`src/rtl/uart_fmt_tx_pkg.sv`:
```
package uart_fmt_tx_pkg;

  typedef enum logic [1:0] {
    PH_IDLE  = 2'd0,
    PH_START = 2'd1,
    PH_DATA  = 2'd2,
    PH_STOP  = 2'd3
  } phase_e;

  // number of data bits carried for a word length code
  function automatic int unsigned fmt_data_bits(input logic [1:0] len_code);
    return 32'(len_code) + 32'd5;
  endfunction

  // stop period in oversample ticks; the two-stop select with 5-bit words gives 1.5 bits
  function automatic int unsigned fmt_stop_ticks(input logic [1:0] len_code,
                                                 input logic two_stop,
                                                 input int unsigned osr);
    if (!two_stop)            return osr;
    else if (len_code == 2'd0) return osr + osr / 2;
    else                      return 2 * osr;
  endfunction

endpackage

```
`src/rtl/uart_fmt_tick_ctr.sv`:
```
module uart_fmt_tick_ctr #(
  parameter int TCW = 6
) (
  input  logic           clk,
  input  logic           rst,
  input  logic           clr,
  input  logic           tick,
  input  logic [TCW-1:0] limit,
  output logic           wrap
);
  logic [TCW-1:0] count_q;

  assign wrap = tick && (count_q == limit - 1'b1);

  always_ff @(posedge clk) begin
    if (rst || clr)
      count_q <= '0;
    else if (tick)
      count_q <= wrap ? '0 : count_q + 1'b1;
  end
endmodule

```
`src/rtl/uart_fmt_shifter.sv`:
```
module uart_fmt_shifter #(
  parameter int DATA_W = 8
) (
  input  logic              clk,
  input  logic              rst,
  input  logic              load,
  input  logic [DATA_W-1:0] din,
  input  logic              shift,
  output logic              serial_bit
);
  logic [DATA_W-1:0] shreg_q;

  assign serial_bit = shreg_q[0];

  always_ff @(posedge clk) begin
    if (rst)
      shreg_q <= '0;
    else if (load)
      shreg_q <= din;
    else if (shift)
      shreg_q <= {1'b0, shreg_q[DATA_W-1:1]};
  end
endmodule

```
`src/rtl/uart_fmt_cfg_latch.sv`:
```
module uart_fmt_cfg_latch (
  input  logic       clk,
  input  logic       rst,
  input  logic       capture,
  input  logic [1:0] len_in,
  input  logic       two_in,
  output logic [1:0] len_q,
  output logic       two_q
);
  always_ff @(posedge clk) begin
    if (rst) begin
      len_q <= 2'd0;
      two_q <= 1'b0;
    end else if (capture) begin
      len_q <= len_in;
      two_q <= two_in;
    end
  end
endmodule

```
`src/rtl/uart_fmt_tx.sv`:
```
module uart_fmt_tx
  import uart_fmt_tx_pkg::*;
#(
  parameter int OSR    = 16,
  parameter int DATA_W = 8
) (
  input  logic              clk,
  input  logic              rst,
  input  logic              baud_tick,
  input  logic [DATA_W-1:0] in_data,
  input  logic              in_valid,
  output logic              in_ready,
  input  logic [1:0]        cfg_len,
  input  logic              cfg_two_stop,
  output logic              tx_line,
  output logic              tx_busy
);
  localparam int TCW = $clog2(2 * OSR + 1);
  localparam int BIW = $clog2(DATA_W);

  phase_e          phase_q;
  logic [BIW-1:0]  bit_idx_q;
  logic [1:0]      len_q;
  logic            two_q;
  logic [TCW-1:0]  phase_limit;
  logic            phase_end;
  logic            serial_bit;

  // named events used by the checker
  logic accept_evt;
  logic bit_step_evt;
  logic last_bit;
  logic frame_end_evt;
  logic data_phase;

  assign in_ready      = (phase_q == PH_IDLE);
  assign tx_busy       = (phase_q != PH_IDLE);
  assign accept_evt    = in_valid && in_ready;
  assign data_phase    = (phase_q == PH_DATA);
  assign bit_step_evt  = data_phase && phase_end;
  assign last_bit      = (bit_idx_q == BIW'(fmt_data_bits(len_q) - 1));
  assign frame_end_evt = (phase_q == PH_STOP) && phase_end;

  always_comb begin
    if (phase_q == PH_STOP)
      phase_limit = TCW'(fmt_stop_ticks(len_q, two_q, OSR));
    else
      phase_limit = TCW'(OSR);
  end

  always_comb begin
    case (phase_q)
      PH_START: tx_line = 1'b0;
      PH_DATA:  tx_line = serial_bit;
      default:  tx_line = 1'b1;
    endcase
  end

  uart_fmt_tick_ctr #(.TCW(TCW)) u_ticks (
    .clk   (clk),
    .rst   (rst),
    .clr   (accept_evt || (phase_q == PH_IDLE)),
    .tick  (baud_tick),
    .limit (phase_limit),
    .wrap  (phase_end)
  );

  uart_fmt_shifter #(.DATA_W(DATA_W)) u_shift (
    .clk        (clk),
    .rst        (rst),
    .load       (accept_evt),
    .din        (in_data),
    .shift      (bit_step_evt),
    .serial_bit (serial_bit)
  );

  uart_fmt_cfg_latch u_cfg (
    .clk     (clk),
    .rst     (rst),
    .capture (accept_evt),
    .len_in  (cfg_len),
    .two_in  (cfg_two_stop),
    .len_q   (len_q),
    .two_q   (two_q)
  );

  always_ff @(posedge clk) begin
    if (rst) begin
      phase_q   <= PH_IDLE;
      bit_idx_q <= '0;
    end else begin
      case (phase_q)
        PH_IDLE: if (accept_evt) phase_q <= PH_START;
        PH_START: if (phase_end) begin
          phase_q   <= PH_DATA;
          bit_idx_q <= '0;
        end
        PH_DATA: if (phase_end) begin
          if (last_bit) phase_q <= PH_STOP;
          else          bit_idx_q <= bit_idx_q + 1'b1;
        end
        PH_STOP: if (phase_end) phase_q <= PH_IDLE;
        default: phase_q <= PH_IDLE;
      endcase
    end
  end
endmodule

```
`config.mk`:
```
export PLATFORM = sky130hd
export DESIGN_NAME = uart_fmt_tx
export DESIGN_NICKNAME = d
export VERILOG_FILES = /design/src/rtl/uart_fmt_tx_pkg.sv /design/src/rtl/uart_fmt_tick_ctr.sv /design/src/rtl/uart_fmt_shifter.sv /design/src/rtl/uart_fmt_cfg_latch.sv /design/src/rtl/uart_fmt_tx.sv
export SDC_FILE = /design/constraint.sdc
export NUM_CORES = 1
export LEC_CHECK = 0
export ABC_AREA = 1
export BUFFER_PORTS_ARGS = -buffer_cell sky130_fd_sc_hd__clkbuf_2
export CORE_ASPECT_RATIO = 0.6
export CORE_MARGIN = 4
export CORE_UTILIZATION = 50
export DETAILED_ROUTE_END_ITERATION = 8
export GPL_TIMING_DRIVEN = 0
export PLACE_DENSITY = 0.74
export SLEW_MARGIN = 30
export SYNTH_ARGS = -nofsm -noshare
export SYNTH_HDL_FRONTEND = slang
export SYNTH_SLANG_ARGS = --single-unit
```
`constraint.sdc`:
```
create_clock -name clk -period 1.6 [get_ports clk]
set_clock_uncertainty 0.05 [all_clocks]
set_input_delay 0.08 -clock clk [delete_from_list [all_inputs] [get_ports clk]]
set_output_delay 0.08 -clock clk [all_outputs]
set_load 0.01 [all_outputs]
```
==> metrics, run 1 <==
status completed; Compound-Gate Fraction of Synth Area a little under a tenth; area leader, netlist dfxtp_1; Synth cell types 24; clock sinks 22; combinational family with the most area after synthesis simple AND/OR/NAND/NOR gates; Routability Congestion about 0.83; initial DRC count ~80; CTS buffer count 3; final slew viol count 0; DR WL/cell about 12 um; sequential power share 34.3%; clock group share of total power 15.4%; Comb pwr share between 50% and 60%; hpwl dp around 2300 um; Final Power ~0.0022 W; Synth Area in XOR/XNOR 2.07%; vias in the first global route ~1200; post-synthesis cell area 0.00127 mm2; WP data arrival 1.69 ns; Area Overhead vs Synth 23.6%; asr flop ratio synth 0%; vias per inst roughly 5; Post-Place Cells 241; Reg clk slew, reported paths approximately 0.08 ns; Core Footprint 0.00229 mm2; syn avg cell area roughly 6.5 um2; minimum clock period 1.55 ns; starting density of the core between 50% and 60%; fin crit share 96.7%; H-tree Lvls 1; Fin. Hold Viols 0; initial antenna violation count 0; via count 1256; Worst-Margin Slew 0.484 ns; Synth Warn # 0; Post-Synth Simple-Gate Area around two fifths; Final Non-Filler Cells 250; CP Capture Type flop; clk_lat worst skew between 0.2 and 0.3 ns; Hold Path Class primary input to flop; Power Internal ~0.0013 W; switching fraction of total power 42.7%; f_max between 600 and 700 MHz; port bufs 17; total congestion overflow 0; number of enable flip-flop cells after synthesis 0; antenna cells 0; CTS max path bufs 2; share of cells above drive strength 1 27.3%; register area share after synthesis a little over a third; Synth Flop Type dfxtp_1; Die Span X about 73 um; number of synthesized register bits 22; leakage about 0.71 nW; CP required ~1.7 ns; total of max-cap violations 0; die height between 40 and 50 um; Sw Pwr between 0.0009 and 0.001 W; Root Buffer clkbuf_8; Pwr Density 1400 mW/mm2; mux share of post-synthesis cell area 0%; number of fill cells about 200; die area ~0.0034 mm2; Synth Instances 194; Slew headroom approximately 68%; first-pass GRT wire length between 4000 and 5000 um; nets 243; syn_nets ~220; hold buffers post-CTS 0; CP Class flop to flop; final WL ~3000 um; largest net degree at the start of global routing 12; adder-cell area share of the yosys netlist 5.91%; RSZ-0062 raised after global routing true; VDD IR-drop max about 0.0012 V; largest cells by area after synthesis dfxtp_1, nand2_1, inv_1, nor2_1, a21oi_1; top cell type's share of synthesized area a little over a third; gr usage total a little under a fifth; FP Rows 13; router iterations before antenna repair 5; DRC Markers 0; Max FO, Critical Path 5; final-report setup violation count 0; CP Launch Type flop; CTS tree yes; top-level I/O count 18; Antenna Nets Post-Route 0
worst max-delay path, stage by stage (launching register included):
cell and delay, ns:
dfxtp_2 0.37, ha_4 0.15, nand2_2 0.06, inv_2 0.08
nand2_1 0.06, nand2_1 0.08, nand2_2 0.06, inv_2 0.08
nand3_4 0.10, buf_12 0.15, nand3b_1 0.07, nand2_1 0.06
nor2_1 0.11
area by class of cell:
type / instances / area [um2] / share of cell area [%]
Multi-Input combinational cell: 141 / 774 / 49.3
Clock buffer: 3 / 41.3 / 2.63
Tap cell: 30 / 37.5 / 2.39
Inverter: 28 / 108 / 6.85
Timing Repair Buffer: 23 / 143 / 9.08
Sequential cell: 22 / 450 / 28.7
Buffer: 3 / 16.3 / 1.04
kinds of logic (layout without fill, tap and decap cells):
family                   count (synthesis)  after routing
AO/OA/AOI/OAI                           23             23
AND/OR/NAND/NOR                        109            109
buffers and inverters                   31             57
adder cells (fa/ha/maj)                  6              6
flip-flops                              22             22
XOR/XNOR                                 3              3
worst paths after layout:
kind	from	end	slack, ns	cells past startpoint
setup / recovery	phase_q[0]	u_shift.shreg_q[1]	0.05	12
hold / removal	in_data[7]	u_shift.shreg_q[7]	0.009	3
setup reg to reg	phase_q[0]	u_shift.shreg_q[1]	0.05	12
hold reg to reg	u_shift.shreg_q[7]	u_shift.shreg_q[7]	0.44	2
layout by cell type (no fill, tap or decap):
cell type  instances
ha_2               1
nor2_2             5
nand4_1            1
buf_12             1
a21oi_1           15
nor2_1            22
clkbuf_8           3
nand3_4            1
nor3_1             2
dfxtp_1           18
dfxtp_2            2
buf_4              5
inv_1             24
nand2_4            2
clkbuf_4           1
ha_1               3
inv_4              1
xnor2_1            1
nor4_1             1
nor2_4             3
o21ai_0            7
nand2_1           50
clkbuf_2          18
nand3_1            9
inv_2              3
xor2_1             2
or2_2              1
ha_4               2
dfxtp_4            2
o211ai_1           1
clkbuf_1           1
nand2_2            9
nand3b_1           3
routing by layer:
metal  vias up  GRT usage (%)  routed length (um)
met1       562           24.8                1450
met4         0           4.78                   8
met3         2           4.70                 197
li1        657              -                   -
met2        35           32.3                1300
met5         -              0                   0
registers in the layout, indices dropped and copies added, names as in the netlist:
name / flops
u_cfg.len_q: 2
u_shift.shreg_q: 8
u_ticks.count_q: 6
phase_q: 2
bit_idx_q: 3
u_cfg.two_q: 1
cells in the mapped netlist, types with 2 or more instances:
cell type / instances
dfxtp_1: 22
nand3b_1: 3
nor2_2: 2
clkbuf_1: 2
xor2_1: 2
a21oi_1: 15
nor2_4: 2
nor2_1: 26
o21ai_0: 7
nand2_1: 56
nand2_2: 4
nor3_1: 2
ha_1: 6
inv_1: 27
nand3_1: 9
power by group through the flow:
stage | clock, W | combinational, W | sequential, W
2_1_floorplan | 0 | 0.000734 | 0.000715
3_3_place_gp | 0 | 0.000930 | 0.000728
3_5_place_dp | 0 | 0.000966 | 0.000741
4_1_cts | 0.000347 | 0.00103 | 0.000749
5_1_grt | 0.000366 | 0.00126 | 0.000767
6_report | 0.000340 | 0.00111 | 0.000755
what timing repair did:
| action | in CTS | in global routing |
|---|---|---|
| cloned | 0 | 0 |
| pin swaps | 4 | 7 |
| gates resized for setup | 12 | 16 |
| buffers inserted | 4 | 2 |
| setup endpoints to repair | 17 | 14 |
stage by stage:
stage / setup TNS (ns) / instance area (um2) / hold WS [ns] / worst slack [ns] / util [%]
after floorplan: 0 / 1280 / 0.0991 / 0.0426 / -
after global placement: -0.282 / 1400 / 0.267 / -0.0589 / 61.0
after detailed placement: -1.28 / 1400 / 0.289 / -0.139 / 61.0
after CTS: 0 / 1500 / 0.00981 / 0.00512 / 65.2
after global routing: -0.211 / 1570 / 0.00620 / -0.0381 / 68.5
final: 0 / 1570 / 0.00942 / 0.0524 / 68.5
Power figures use the tool's default switching activity.
==> run 2, diff against run 1 <==
--- a/config.mk
+++ b/config.mk
@@ -7,12 +7,15 @@
 export LEC_CHECK = 0
 export ABC_AREA = 1
 export BUFFER_PORTS_ARGS = -buffer_cell sky130_fd_sc_hd__clkbuf_2
+export CELL_PAD_IN_SITES_DETAIL_PLACEMENT = 1
+export CELL_PAD_IN_SITES_GLOBAL_PLACEMENT = 1
 export CORE_ASPECT_RATIO = 0.6
 export CORE_MARGIN = 4
-export CORE_UTILIZATION = 50
+export CORE_UTILIZATION = 35
 export DETAILED_ROUTE_END_ITERATION = 8
 export GPL_TIMING_DRIVEN = 0
-export PLACE_DENSITY = 0.74
+export PLACE_DENSITY_LB_ADDON = 0.1
+export REMOVE_ABC_BUFFERS = 1
 export SLEW_MARGIN = 30
 export SYNTH_ARGS = -nofsm -noshare
 export SYNTH_HDL_FRONTEND = slang
==> metrics, run 2 (same netlist as run 1, synthesis figures left out) <==
status completed; number of fill cells between 400 and 500; port bufs 17; WP data arrival 1.72 ns; Register Area approximately 460 um2; CTS max path bufs 2; Pwr Density 1460 mW/mm2; Reg clk slew, reported paths about 0.080 ns; slowest stage cell, crit path dfxtp_4; Place WS -0.612 ns; clock sinks 22; Antenna Nets Post-Route 0; Core Footprint roughly 0.0034 mm2; CP Capture Type flop; VDD IR-drop max approximately 0.00073 V; hpwl dp about 2900 um; CP Class flop to flop; vias per inst roughly 4.9; total congestion overflow 0; minimum clock period 1.57 ns; Die Span X approximately 86 um; Post-Place Cells 253; nets roughly 240; Routability Congestion 0.723; FP Rows 16; multi-input logic area approximately 800 um2; CP Launch Type flop; most common cell after layout, fill and taps aside nand2_1; Largest Register u_shift.shreg_q; Final Non-Filler Cells 263; most frequent cells in the layout nand2_1, inv_1, nor2_1; CTS buffer count 3; RSZ-0062 raised after global routing true; share of cells above drive strength 1 approximately 28%; DRC Markers 0; total of max-cap violations 0; worst setup margin about 0.035 ns; die height approximately 55 um; final WL 3810 um; router iterations before antenna repair 4; final core area utilization between 40% and 50%; Root Buffer clkbuf_8; initial DRC count 24; largest net degree at the start of global routing 19; top flop regs u_shift.shreg_q: 8 flops, u_ticks.count_q: 6 flops, bit_idx_q: 3 flops; clk_lat worst skew approximately 0.27 ns; CTS tree yes; CP required roughly 1.8 ns; top-level I/O count 18; final-report setup violation count 0; crit-path leading delay family simple AND/OR/NAND/NOR gates; antenna cells 0; H-tree Lvls 1; first-pass GRT wire length about 6400 um; Worst path max stage delay 0.39 ns; starting density of the core approximately 38%; crit-path cells ha_4 > nand2_4 > inv_4 > nand2_1 > nand2_1 > nand2_2 > inv_2 > nand3_4 > buf_4 > nand3b_1 > nand2_1 > nor2_1; fin crit share 97.8%; Area Overhead vs Synth 26.8%; Max FO, Critical Path 8; leakage ~0.71 nW; f_max about 640 MHz; gr usage total around 18%; vias in the first global route roughly 1300; initial antenna violation count 0; most frequent CP cell nand2_1; r2r setup slk about 0.035 ns; Worst Path Buf+Inv 3; Slew headroom between 70% and 80%; die area 0.00469 mm2; final slew viol count 0; Worst-Margin Slew approximately 0.37 ns; via count 1281; Hold Path Class primary input to flop; DR WL/cell between 10 and 15 um; Fin. Hold Viols 0; max reg flops 8
run 2: power by group:
group	internal (W)	switching, W	total (W)
registers	0.000674	0.000101	0.000775
logic	0.000466	0.000749	0.00121
clock network	0.000169	0.000188	0.000357
total	0.00131	0.00104	0.00235
run 2: routing by layer:
layer	GRT usage [%]	up-vias	wire length (um)
li1	-	651	-
met5	0	-	0
met1	22.6	611	1840
met3	3.76	5	137
met4	4.74	0	38
met2	32.7	14	1790
run 2: tightest hold or removal path: cells and delay by family:
kind	cells	cell delay [ns]
and+or+nand+nor	1	0.09
AOI/OAI and AO/OA	1	0.07
buffers and inverters	1	0.08
run 2: path summary, 6_finish.rpt:
path | to | depth (start not counted) | from
setup reg to reg | u_shift.shreg_q[1] | 12 | phase_q[1]
setup / recovery | u_shift.shreg_q[1] | 12 | phase_q[1]
hold reg to reg | u_shift.shreg_q[5] | 2 | u_shift.shreg_q[5]
hold / removal | u_cfg.two_q | 3 | cfg_two_stop
run 2: layout make-up:
type / instances / area share, %
clock buffers: 3 / 2.56
inverters: 28 / 6.99
multi-input cells: 141 / 49.5
flip-flops and latches: 22 / 28.3
well taps: 45 / 3.50
repair buffers: 24 / 9.17
run 2: timing repair:
item	4_1_cts	5_1_grt
hold buffers	1	0
buffers inserted	3	3
cloned	0	0
endpoints found under the setup margin	15	15
endpoints found under the hold margin	1	0
gates resized for setup	20	21
pin swaps	5	6
run 2: metrics by stage:
stage          hold WS [ns]  power (W)  instance area (um2)  setup TNS [ns]
6_report             0.0348    0.00235                 1610               0
2_1_floorplan        0.0991    0.00142                 1260          -0.526
4_1_cts              0.0368    0.00221                 1530               0
3_5_place_dp          0.288    0.00173                 1400           -4.07
3_3_place_gp          0.272    0.00165                 1400           -3.19
5_1_grt              0.0426    0.00256                 1610          -0.500
